### src/rtl/abm_pkg.sv
package abm_pkg;
  localparam logic [1:0] CYC_RD  = 2'b00;
  localparam logic [1:0] CYC_RDW = 2'b01;
  localparam logic [1:0] CYC_WRW = 2'b10;
  localparam logic [1:0] CYC_WRB = 2'b11;

  typedef enum logic [2:0] {
    ST_IDLE,
    ST_SETUP,
    ST_WAIT,
    ST_SAMPLE,
    ST_REL
  } abm_state_e;
endpackage

### src/rtl/abm_sync.sv
module abm_sync #(
  parameter int STAGES = 2
) (
  input  logic clk,
  input  logic rst_n,
  input  logic d,
  output logic q
);
  logic [STAGES-1:0] chain_q;

  always_ff @(posedge clk or negedge rst_n) begin
    if (!rst_n) chain_q <= '0;
    else        chain_q <= {chain_q[STAGES-2:0], d};
  end

  assign q = chain_q[STAGES-1];
endmodule

### src/rtl/abm_timer.sv
module abm_timer #(
  parameter int CW = 8
) (
  input  logic          clk,
  input  logic          rst_n,
  input  logic          clr,
  output logic [CW-1:0] cnt
);
  logic [CW-1:0] cnt_d;

  always_comb begin
    if (clr)              cnt_d = '0;
    else if (cnt != '1)   cnt_d = cnt + 1'b1;
    else                  cnt_d = cnt;
  end

  always_ff @(posedge clk or negedge rst_n) begin
    if (!rst_n) cnt <= '0;
    else        cnt <= cnt_d;
  end
endmodule

### src/rtl/abm_lane.sv
module abm_lane #(
  parameter int DW    = 16,
  parameter int LW    = 8,
  parameter int LANES = DW / LW,
  parameter int SW    = (LANES > 1) ? $clog2(LANES) : 1
) (
  input  logic [DW-1:0] wdata,
  input  logic          byte_mode,
  input  logic [SW-1:0] lane_sel,
  output logic [DW-1:0] pattern
);
  for (genvar i = 0; i < LANES; i++) begin : g_lane
    assign pattern[i*LW +: LW] = byte_mode
      ? ((lane_sel == SW'(i)) ? wdata[LW-1:0] : '0)
      : wdata[i*LW +: LW];
  end
endmodule

### src/rtl/abm_master.sv
module abm_master
  import abm_pkg::*;
#(
  parameter int AW         = 18,
  parameter int DW         = 16,
  parameter int SETUP_CYC  = 38,
  parameter int SAMPLE_CYC = 19,
  parameter int TMO_CYC    = 2500
) (
  input  logic          clk,
  input  logic          rst_n,
  input  logic          req_start,
  input  logic [1:0]    req_type,
  input  logic [AW-1:0] req_addr,
  input  logic [DW-1:0] req_wdata,
  output logic          busy,
  output logic          done,
  output logic          timeout,
  output logic [DW-1:0] rd_data,
  output logic [AW-1:0] bus_addr_pull,
  output logic [1:0]    bus_ctl_pull,
  output logic [DW-1:0] bus_data_pull,
  output logic          bus_msyn_pull,
  input  logic          bus_ssyn_lvl,
  input  logic [DW-1:0] bus_data_lvl
);
  localparam int LW    = 8;
  localparam int LANES = DW / LW;
  localparam int SW    = (LANES > 1) ? $clog2(LANES) : 1;
  localparam int MAX1  = (SETUP_CYC > SAMPLE_CYC) ? SETUP_CYC : SAMPLE_CYC;
  localparam int MAXC  = (MAX1 > TMO_CYC) ? MAX1 : TMO_CYC;
  localparam int CW    = $clog2(MAXC + 1);

  // reset: asserted asynchronously, released on the clock
  logic [1:0] rst_sync_q;
  logic       rst_int_n;

  always_ff @(posedge clk or negedge rst_n) begin
    if (!rst_n) rst_sync_q <= 2'b00;
    else        rst_sync_q <= {rst_sync_q[0], 1'b1};
  end
  assign rst_int_n = rst_sync_q[1];

  // acknowledge: invert at the pin, then synchronize
  logic ssyn_s;
  abm_sync #(.STAGES(2)) u_ssyn_sync (
    .clk   (clk),
    .rst_n (rst_int_n),
    .d     (~bus_ssyn_lvl),
    .q     (ssyn_s)
  );

  // write data steered onto byte lanes
  logic [DW-1:0] wpat;
  abm_lane #(.DW(DW), .LW(LW), .LANES(LANES), .SW(SW)) u_lane (
    .wdata     (req_wdata),
    .byte_mode (req_type == CYC_WRB),
    .lane_sel  (req_addr[SW-1:0]),
    .pattern   (wpat)
  );

  abm_state_e    state_q, state_d;
  logic [AW-1:0] addr_q;
  logic [1:0]    type_q;
  logic [DW-1:0] wpat_q;
  logic [DW-1:0] rdata_q;
  logic          ac_q, ac_d;
  logic          dd_q, dd_d;
  logic          msyn_q, msyn_d;
  logic          done_q, done_d;
  logic          tmo_q, tmo_d;
  logic          load_en;
  logic          cap_en;
  logic          tmr_clr;
  logic [CW-1:0] cnt;

  abm_timer #(.CW(CW)) u_timer (
    .clk   (clk),
    .rst_n (rst_int_n),
    .clr   (tmr_clr),
    .cnt   (cnt)
  );

  logic hit_setup, hit_sample, hit_tmo;
  assign hit_setup  = (cnt == CW'(SETUP_CYC - 1));
  assign hit_sample = (cnt == CW'(SAMPLE_CYC - 1));
  assign hit_tmo    = (cnt == CW'(TMO_CYC - 1));

  // next-state logic
  always_comb begin
    state_d = state_q;
    ac_d    = ac_q;
    dd_d    = dd_q;
    msyn_d  = msyn_q;
    done_d  = 1'b0;
    tmo_d   = 1'b0;
    load_en = 1'b0;
    cap_en  = 1'b0;
    unique case (state_q)
      ST_IDLE: begin
        if (req_start && !ssyn_s) begin
          load_en = 1'b1;
          ac_d    = 1'b1;
          dd_d    = req_type[1];
          state_d = ST_SETUP;
        end
      end
      ST_SETUP: begin
        if (hit_setup) begin
          msyn_d  = 1'b1;
          state_d = ST_WAIT;
        end
      end
      ST_WAIT: begin
        if (ssyn_s) begin
          state_d = ST_SAMPLE;
        end else if (hit_tmo) begin
          msyn_d  = 1'b0;
          ac_d    = 1'b0;
          dd_d    = 1'b0;
          done_d  = 1'b1;
          tmo_d   = 1'b1;
          state_d = ST_IDLE;
        end
      end
      ST_SAMPLE: begin
        if (hit_sample) begin
          cap_en  = ~type_q[1];
          msyn_d  = 1'b0;
          dd_d    = 1'b0;
          state_d = ST_REL;
        end
      end
      ST_REL: begin
        if (!ssyn_s) begin
          ac_d    = 1'b0;
          done_d  = 1'b1;
          state_d = ST_IDLE;
        end
      end
      default: state_d = ST_IDLE;
    endcase
    tmr_clr = (state_q == ST_IDLE) || (state_d != state_q);
  end

  // state and control registers
  always_ff @(posedge clk or negedge rst_int_n) begin
    if (!rst_int_n) begin
      state_q <= ST_IDLE;
      ac_q    <= 1'b0;
      dd_q    <= 1'b0;
      msyn_q  <= 1'b0;
      done_q  <= 1'b0;
      tmo_q   <= 1'b0;
    end else begin
      state_q <= state_d;
      ac_q    <= ac_d;
      dd_q    <= dd_d;
      msyn_q  <= msyn_d;
      done_q  <= done_d;
      tmo_q   <= tmo_d;
    end
  end

  // request capture, enabled on acceptance
  always_ff @(posedge clk or negedge rst_int_n) begin
    if (!rst_int_n) begin
      addr_q <= '0;
      type_q <= CYC_RD;
      wpat_q <= '0;
    end else if (load_en) begin
      addr_q <= req_addr;
      type_q <= req_type;
      wpat_q <= wpat;
    end
  end

  // read data capture, enabled at the sample point
  always_ff @(posedge clk or negedge rst_int_n) begin
    if (!rst_int_n)  rdata_q <= '0;
    else if (cap_en) rdata_q <= ~bus_data_lvl;
  end

  assign busy          = (state_q != ST_IDLE);
  assign done          = done_q;
  assign timeout       = tmo_q;
  assign rd_data       = rdata_q;
  assign bus_addr_pull = addr_q & {AW{ac_q}};
  assign bus_ctl_pull  = type_q & {2{ac_q}};
  assign bus_data_pull = wpat_q & {DW{dd_q}};
  assign bus_msyn_pull = msyn_q;

  // strobe rises only after address/type were already on the bus
  a_r2_setup_before_strobe: assert property (@(posedge clk) disable iff (!rst_int_n)
    $rose(msyn_q) |-> $past(ac_q) && $past(state_q) == ST_SETUP);

  // strobe is never driven without address and type
  a_r8_strobe_needs_addr: assert property (@(posedge clk) disable iff (!rst_int_n)
    msyn_q |-> ac_q);

  // data pulls are only used by write types
  a_r5_data_only_write: assert property (@(posedge clk) disable iff (!rst_int_n)
    dd_q |-> type_q[1]);

  // write data leaves the bus no later than the strobe
  a_r5_data_drops_with_strobe: assert property (@(posedge clk) disable iff (!rst_int_n)
    $fell(msyn_q) |-> !dd_q);

  // a normal completion happens only with the acknowledge withdrawn
  a_r8_done_after_ack_clear: assert property (@(posedge clk) disable iff (!rst_int_n)
    (done_q && !tmo_q) |-> (!ssyn_s && !ac_q && !msyn_q));

  // a timeout frees every line in the same cycle it is reported
  a_r9_timeout_frees_bus: assert property (@(posedge clk) disable iff (!rst_int_n)
    tmo_q |-> (done_q && !msyn_q && !ac_q && !dd_q));

  // a start during a cycle does not disturb the captured address
  a_r10_start_ignored_busy: assert property (@(posedge clk) disable iff (!rst_int_n)
    (state_q != ST_IDLE && req_start) |=> $stable(addr_q) && $stable(type_q));
endmodule

### config.mk
export PLATFORM = sky130hd
export DESIGN_NAME = abm_master
export DESIGN_NICKNAME = d
export VERILOG_FILES = /design/src/rtl/abm_pkg.sv /design/src/rtl/abm_sync.sv /design/src/rtl/abm_timer.sv /design/src/rtl/abm_lane.sv /design/src/rtl/abm_master.sv
export SDC_FILE = /design/constraint.sdc
export NUM_CORES = 1
export LEC_CHECK = 0
export BUFFER_PORTS_ARGS = -buffer_cell sky130_fd_sc_hd__buf_2
export CORE_MARGIN = 2
export CORE_UTILIZATION = 30
export DETAILED_ROUTE_END_ITERATION = 8
export PLACE_DENSITY_LB_ADDON = 0.15
export SLEW_MARGIN = 20
export SYNTH_ARGS = -nofsm -noshare
export SYNTH_HDL_FRONTEND = slang
export SYNTH_SLANG_ARGS = --single-unit
### constraint.sdc
create_clock -name clk -period 4.9 [get_ports clk]
set_clock_uncertainty 0.05 [all_clocks]
set_input_delay 0.98 -clock clk [delete_from_list [all_inputs] [get_ports clk]]
set_output_delay 0.98 -clock clk [all_outputs]
set_load 0.01 [all_outputs]
## Word-level counts from Yosys, hierarchy flattened

Cells that the tools add are included.

| word-level totals | value |
|---|---|
| output and inout port bits | 56 |
| flip-flop bits (word level) | 76 |
| word-level logic and storage cells | 80 |
| bits of input ports | 56 |

| operators by class | value |
|---|---|
| equality and inequality tests | 16 |
| reductions and logical operators | 12 |
| bitwise logic cells | 6 |
| add/subtract/negate cells | 1 |
| mux-type cells | 32 |

Operators by type and width:

| cell | count |
|---|---|
| 8-bit two-way mux | 4 |
| 12-bit two-way mux | 2 |
| 18-bit AND | 1 |
| 3-bit two-way mux | 6 |
| 16-bit AND | 1 |
| 16-bit NOT | 1 |
| 1-bit two-way mux | 15 |
| 3-bit case mux with 5 select lines | 1 |
| 5-bit AND reduction | 3 |
| 12-bit by 1-bit adder with 12-bit output, second input constant | 1 |
| 12-bit equality test, second input constant | 1 |
| 12-bit by 5-bit equality test with 1-bit output, second input constant | 1 |
| 12-bit by 6-bit equality test with 1-bit output, second input constant | 1 |
| 12-bit inequality test, second input constant | 1 |
| 2-bit inequality test, second input constant | 6 |
| 3-bit nonzero test | 4 |
| 1-bit case mux with 3 select lines | 3 |
| 3-bit by 2-bit equality test with 1-bit output, second input constant | 2 |
| 3-bit by 1-bit equality test with 1-bit output, second input constant | 1 |
| 3-bit equality test, second input constant | 1 |
| 3-bit zero test | 1 |
| 3-bit inequality test | 1 |
| 2-bit AND | 1 |
| 2-bit equality test, second input constant | 1 |
| other kinds (6) | 7 |

## Logic depth before layout (Yosys ltp)

| depth | value |
|---|---|
| depth in word-level cells | 7 |
| depth in mapped cells | 9 |
| gate-level depth less buffers | 7 |

## Modules after synthesis

A second synthesis with hierarchy kept.

| unflattened totals | value |
|---|---|
| cell total of the unflattened synthesis | 338 |
| area, all modules | 3717.3 um^2 |

Modules (own cells, without submodules):

| module | cells each | instances | sequential area each (um^2) | area each (um^2) |
|---|---|---|---|---|
| abm_master | 247 | 1 | 1551.5 | 2861.5 |
| abm_timer | 65 | 1 | 300.3 | 648.1 |
| abm_lane | 24 | 1 | 0.0 | 157.7 |
| abm_sync | 2 | 1 | 50.0 | 50.0 |

## Worst setup path after synthesis

No wires, ideal clock.

| timing path | value |
|---|---|
| path type | input port to flip-flop |
| start point | input req_start |
| end point | register addr_q[11] |
| stages on the path | 5 |
| data required time | 4.723 ns |
| data arrival time | 1.849 ns |
| library setup time | 0.127 ns |
| slack | 2.874 ns |
| path buffers | 2 |
| path through | nand2b_1 > or2_1 > buf_2 > buf_6 > mux2_1 |

| on the way | value |
|---|---|
| longest elaborated chain between the ends | 3 |

Ends and longest elaborated chain:

| item | RTL line | text |
|---|---|---|
| from (decl) | abm_master.sv:12 | `input logic req_start,` |
| 1-bit logical AND | abm_master.sv:101 | `if (req_start && !ssyn_s) begin` |
| 1-bit two-way mux | abm_master.sv:101 |  |
| 1-bit two-way mux | abm_master.sv:99 | `unique case (state_q)` |
| to (signal assigned) | abm_master.sv:172 | `addr_q <= req_addr;` |
| to (decl) | abm_master.sv:63 | `logic [AW-1:0] addr_q;` |

Every way passes these cells.
A chain may end at the register's enable or synchronous reset.

## Worst setup path after layout

| timing path | value |
|---|---|
| start point | input req_start |
| end point | register u_timer.cnt[10] |

| on the way | value |
|---|---|
| longest elaborated chain between the ends | 6 |
| elaborated cells between the ends (all ways) | 7 |
| classes of those cells | eq/ne (1); mux (3); reduce/logical (3) |

Ends and longest elaborated chain:

| item | RTL line | text |
|---|---|---|
| 1-bit logical AND * | abm_master.sv:101 |  |
| 3-bit two-way mux * | abm_master.sv:101 |  |
| 3-bit case mux with 5 select lines * | abm_master.sv:99 |  |
| 3-bit inequality test * | abm_master.sv:143 | `tmr_clr = (state_q == ST_IDLE) \|\| (state_d != state_q);` |
| 1-bit logical OR * | abm_master.sv:143 |  |
| 12-bit two-way mux / 2-bit nonzero test (equally long branches) | n/a |  |
| to (signal assigned) | abm_timer.sv:19 | `else cnt <= cnt_d;` |
| to (decl) | abm_timer.sv:7 | `output logic [CW-1:0] cnt` |

Mark *: on every way between the ends. The rest lies on a longest branch, timed or not.

==> key figures <==
Run status
  – Status: completed

Timing
  – Slew Viols, Final: 0
  – Setup violations, final: 0
  – TNS Setup: 0 ns
  – Max Clk Rate: approximately 380 MHz
  – Fin crit share: 0.5395
  – Slew @ Worst Pin: about 0.58 ns
  – Tmin final: 2.644 ns
  – Hold Violations, Final: 0
  – Rel. slew slack: 0.6135
  – RSZ-0062 raised after global routing: false
  – Worst setup slack after layout: 2.256 ns

Clock tree
  – Worst-skew pair later-pin latency: 0.32 ns
  – PostCTS Resize Cnt: 0
  – Clock transition at path regs: 0.06 ns
  – CTS Root Cell: clkbuf_16
  – Worst-case clock buffer depth: 2
  – Post-CTS Hold Fix Bufs: 0
  – Postcts setup bufs: 0
  – Total CTS buffers: 9
  – H-Tree Depth: 3
  – Clock sink count: 76
  – Clock tree from TritonCTS: built

Setup path
  – Crit path cell chain: buf_2 > nand2b_1 > or2_2 > buf_4 > o21ai_0 > nand4bb_1 > a211oi_1
  – Crit path DAT: ~2.8 ns
  – Critical path's slowest cell: nand4bb_1
  – Startpoint Class: primary input
  – Worst EP required: 5.07 ns
  – CP endpoint kind: flip-flop
  – WS Path Type: primary input to flip-flop
  – Worst Path Max Fanout: 56
  – Slowest stage delay, CP: 0.59 ns

Placement
  – RD Place Congestion: between 0.7 and 0.8
  – Worst slack at placement: 1.801 ns
  – Dpl hpwl: 5942 um
  – Placed Instances: 623
  – Port bufs: 111

Pwr
  – Pwr Density: between 500 and 600 nW/um2
  – Sw frac: 0.3272
  – Final total power: 2.359 mW
  – Combinational share of power: 0.284
  – Leakage power: 2.290 nW
  – Internal Power: 1.587 mW
  – Clk network pwr share: 0.281
  – IR drop worst, VDD: 0.1595 mV
  – P_sw: 772.0 uW
  – Sequential share of power: 0.435

Routing
  – DRC: 0
  – Final WL: about 8300 um
  – First-pass detailed-route iteration total: 4
  – Post-route ant nets: 0
  – WL/cell: 13.00 um
  – Initial DRC count: 123
  – Drt via density: 4.363
  – Vias: between 2000 and 3000

Global routing
  – GR Util All Layers: 0.1259
  – Initial antenna violation count: 0
  – Total gr overflow: 0
  – Vias in the first global route: 2641
  – First-pass GRT wire length: ~13000 um
  – Largest net degree at the start of global routing: 75

Floorplanning
  – Row count: 40
  – Die Width: between 100 and 150 um
  – Chip height: 115.2 um
  – Num ports: 112
  – CORE AREA: 12060 um2
  – Starting Density: 0.3075
  – DIE AREA: 13270 um2

Cells and area
  – Layout cell share with drive strength beyond 1: 0.3919
  – Commonest non-fill, non-tap cell in the layout: buf_2
  – Most frequent cells in the layout: 111 x buf_2, 75 x dfrtp_1, 40 x nand2_1, 38 x and2_1, 23 x o21ai_0
  – Fin nets: 526
  – Area growth syn-to-layout: 26.69%
  – Non-filler cells in the finished layout: 640
  – Diodes inserted: 0

Yosys
  – Yosys cell types: 46
  – Asr flop ratio synth: 1.000
  – Ys Warns: 0
  – Top_reg_cell synth: dfrtp_1
  – Post-synthesis sequential area ratio: 0.5128
  – Yosys reg bits: 76
  – Syn avg cell area: 10.24 um2
  – Post-Syn Instances: ~360
  – EDFF count, synth: 0
  – Post-synthesis net count: 421
  – Synthesized area: approximately 3700 um2

Run
  – Maxcap violations: 0

Hold path
  – Worst Hold Class: flip-flop to async pin
-- synth_stat cells, types with 2 or more instances --
| master | number | area (um2) |
|---|---|---|
| or3_1 | 2 | 12.51 |
| nor3_1 | 10 | 50.05 |
| o21ai_2 | 16 | 140.1 |
| nand2_1 | 40 | 150.1 |
| xnor2_1 | 5 | 43.79 |
| buf_2 | 3 | 15.01 |
| mux2i_1 | 4 | 40.04 |
| a21oi_1 | 13 | 65.06 |
| nor3b_1 | 2 | 15.01 |
| nand3b_1 | 2 | 15.01 |
| nor2b_1 | 4 | 25.02 |
| o21ai_0 | 23 | 115.1 |
| and2_1 | 38 | 237.7 |
| and3_1 | 8 | 50.05 |
| nor4_4 | 2 | 42.54 |
| mux2_1 | 3 | 33.78 |
| inv_1 | 6 | 22.52 |
| clkbuf_1 | 11 | 41.29 |
| dfrtp_1 | 76 | 1902 |
| mux2_2 | 16 | 180.2 |
| nand3_1 | 9 | 45.04 |
| a211oi_1 | 2 | 15.01 |
| ha_1 | 3 | 37.54 |
| nor2_1 | 22 | 82.58 |
| nand2_2 | 14 | 87.58 |
| nand2b_1 | 3 | 18.77 |
| buf_6 | 6 | 67.56 |
-- through the flow --
stage	instance area (um2)	util	hold slack, ns
3_3_place_gp	4369	0.3622	0.2875
5_1_grt	4698	0.3895	0.2406
2_1_floorplan	3709	-	0.2812
6_report	4698	0.3895	0.2027
4_1_cts	4671	0.3872	0.2995
3_5_place_dp	4369	0.3622	0.2863
-- power by group through the flow --
stage / logic (mW) / registers (mW) / clock network (mW)
final: 0.671 / 1.03 / 0.662
after global routing: 0.757 / 1.07 / 0.717
after CTS: 0.677 / 1.04 / 0.685
after detailed placement: 0.674 / 1.05 / 0
after global placement: 0.660 / 1.04 / 0
after floorplan: 0.484 / 0.989 / 0
-- final cells by class --
type	count	area (um2)
repair buffers	114	598.1
inverters	6	22.52
well taps	168	210.2
clock buffers	10	239.0
multi-input cells	260	1660
clock inverters	6	62.56
fillers	1246	7363
flip-flops and latches	76	1906
-- flip-flops by register name, summed over array words and instances (netlist names), 2 cells and up --
signal	flops
addr_q	18
u_timer.cnt	12
type_q	2
state_q	3
u_ssyn_sync.chain_q	2
rd_data	16
wpat_q	16
rst_sync_q	2
-- cells by family after synthesis --
logic type               synth area share
XOR/XNOR                          0.01181
buffers and inverters             0.03947
AO/OA/AOI/OAI                      0.1029
adder cells (fa/ha/maj)           0.01012
other                            0.001011
multiplexers                      0.06849
flip-flops                         0.5128
AND/OR/NAND/NOR                    0.2534
-- metal layers --
layer | vias to the layer above | share of wire | global-route usage
met4 | 0 | 0.014 | 0.04819
li1 | 1421 | - | -
met1 | 1292 | 0.49 | 0.1738
met2 | 69 | 0.45 | 0.1961
met3 | 10 | 0.048 | 0.02478
met5 | - | 0 | 0
-- worst max-delay path: cells and delay by family --
kind	cells	cell delay, ns
and+or+nand+nor	3	0.77
AOI/OAI and AO/OA	2	0.50
buffers and inverters	2	0.56
-- worst paths after layout --
check | start | end | slack (ns) | cells past startpoint
worst max-delay path | req_start | u_timer.cnt[10] | 2.26 | 7
worst min-delay path | rst_sync_q[1] | wpat_q[11] | 0.20 | 0
worst max register to register | state_q[1] | u_timer.cnt[10] | 2.29 | 6
worst min register to register | rst_sync_q[1] | wpat_q[11] | 0.20 | 0
max in group asynchronous | rst_sync_q[1] | addr_q[17] | 4.04 | 1
min in group clk | u_ssyn_sync.chain_q[0] | u_ssyn_sync.chain_q[1] | 0.30 | 0
Note: power is estimated with default switching activity, not from simulation.
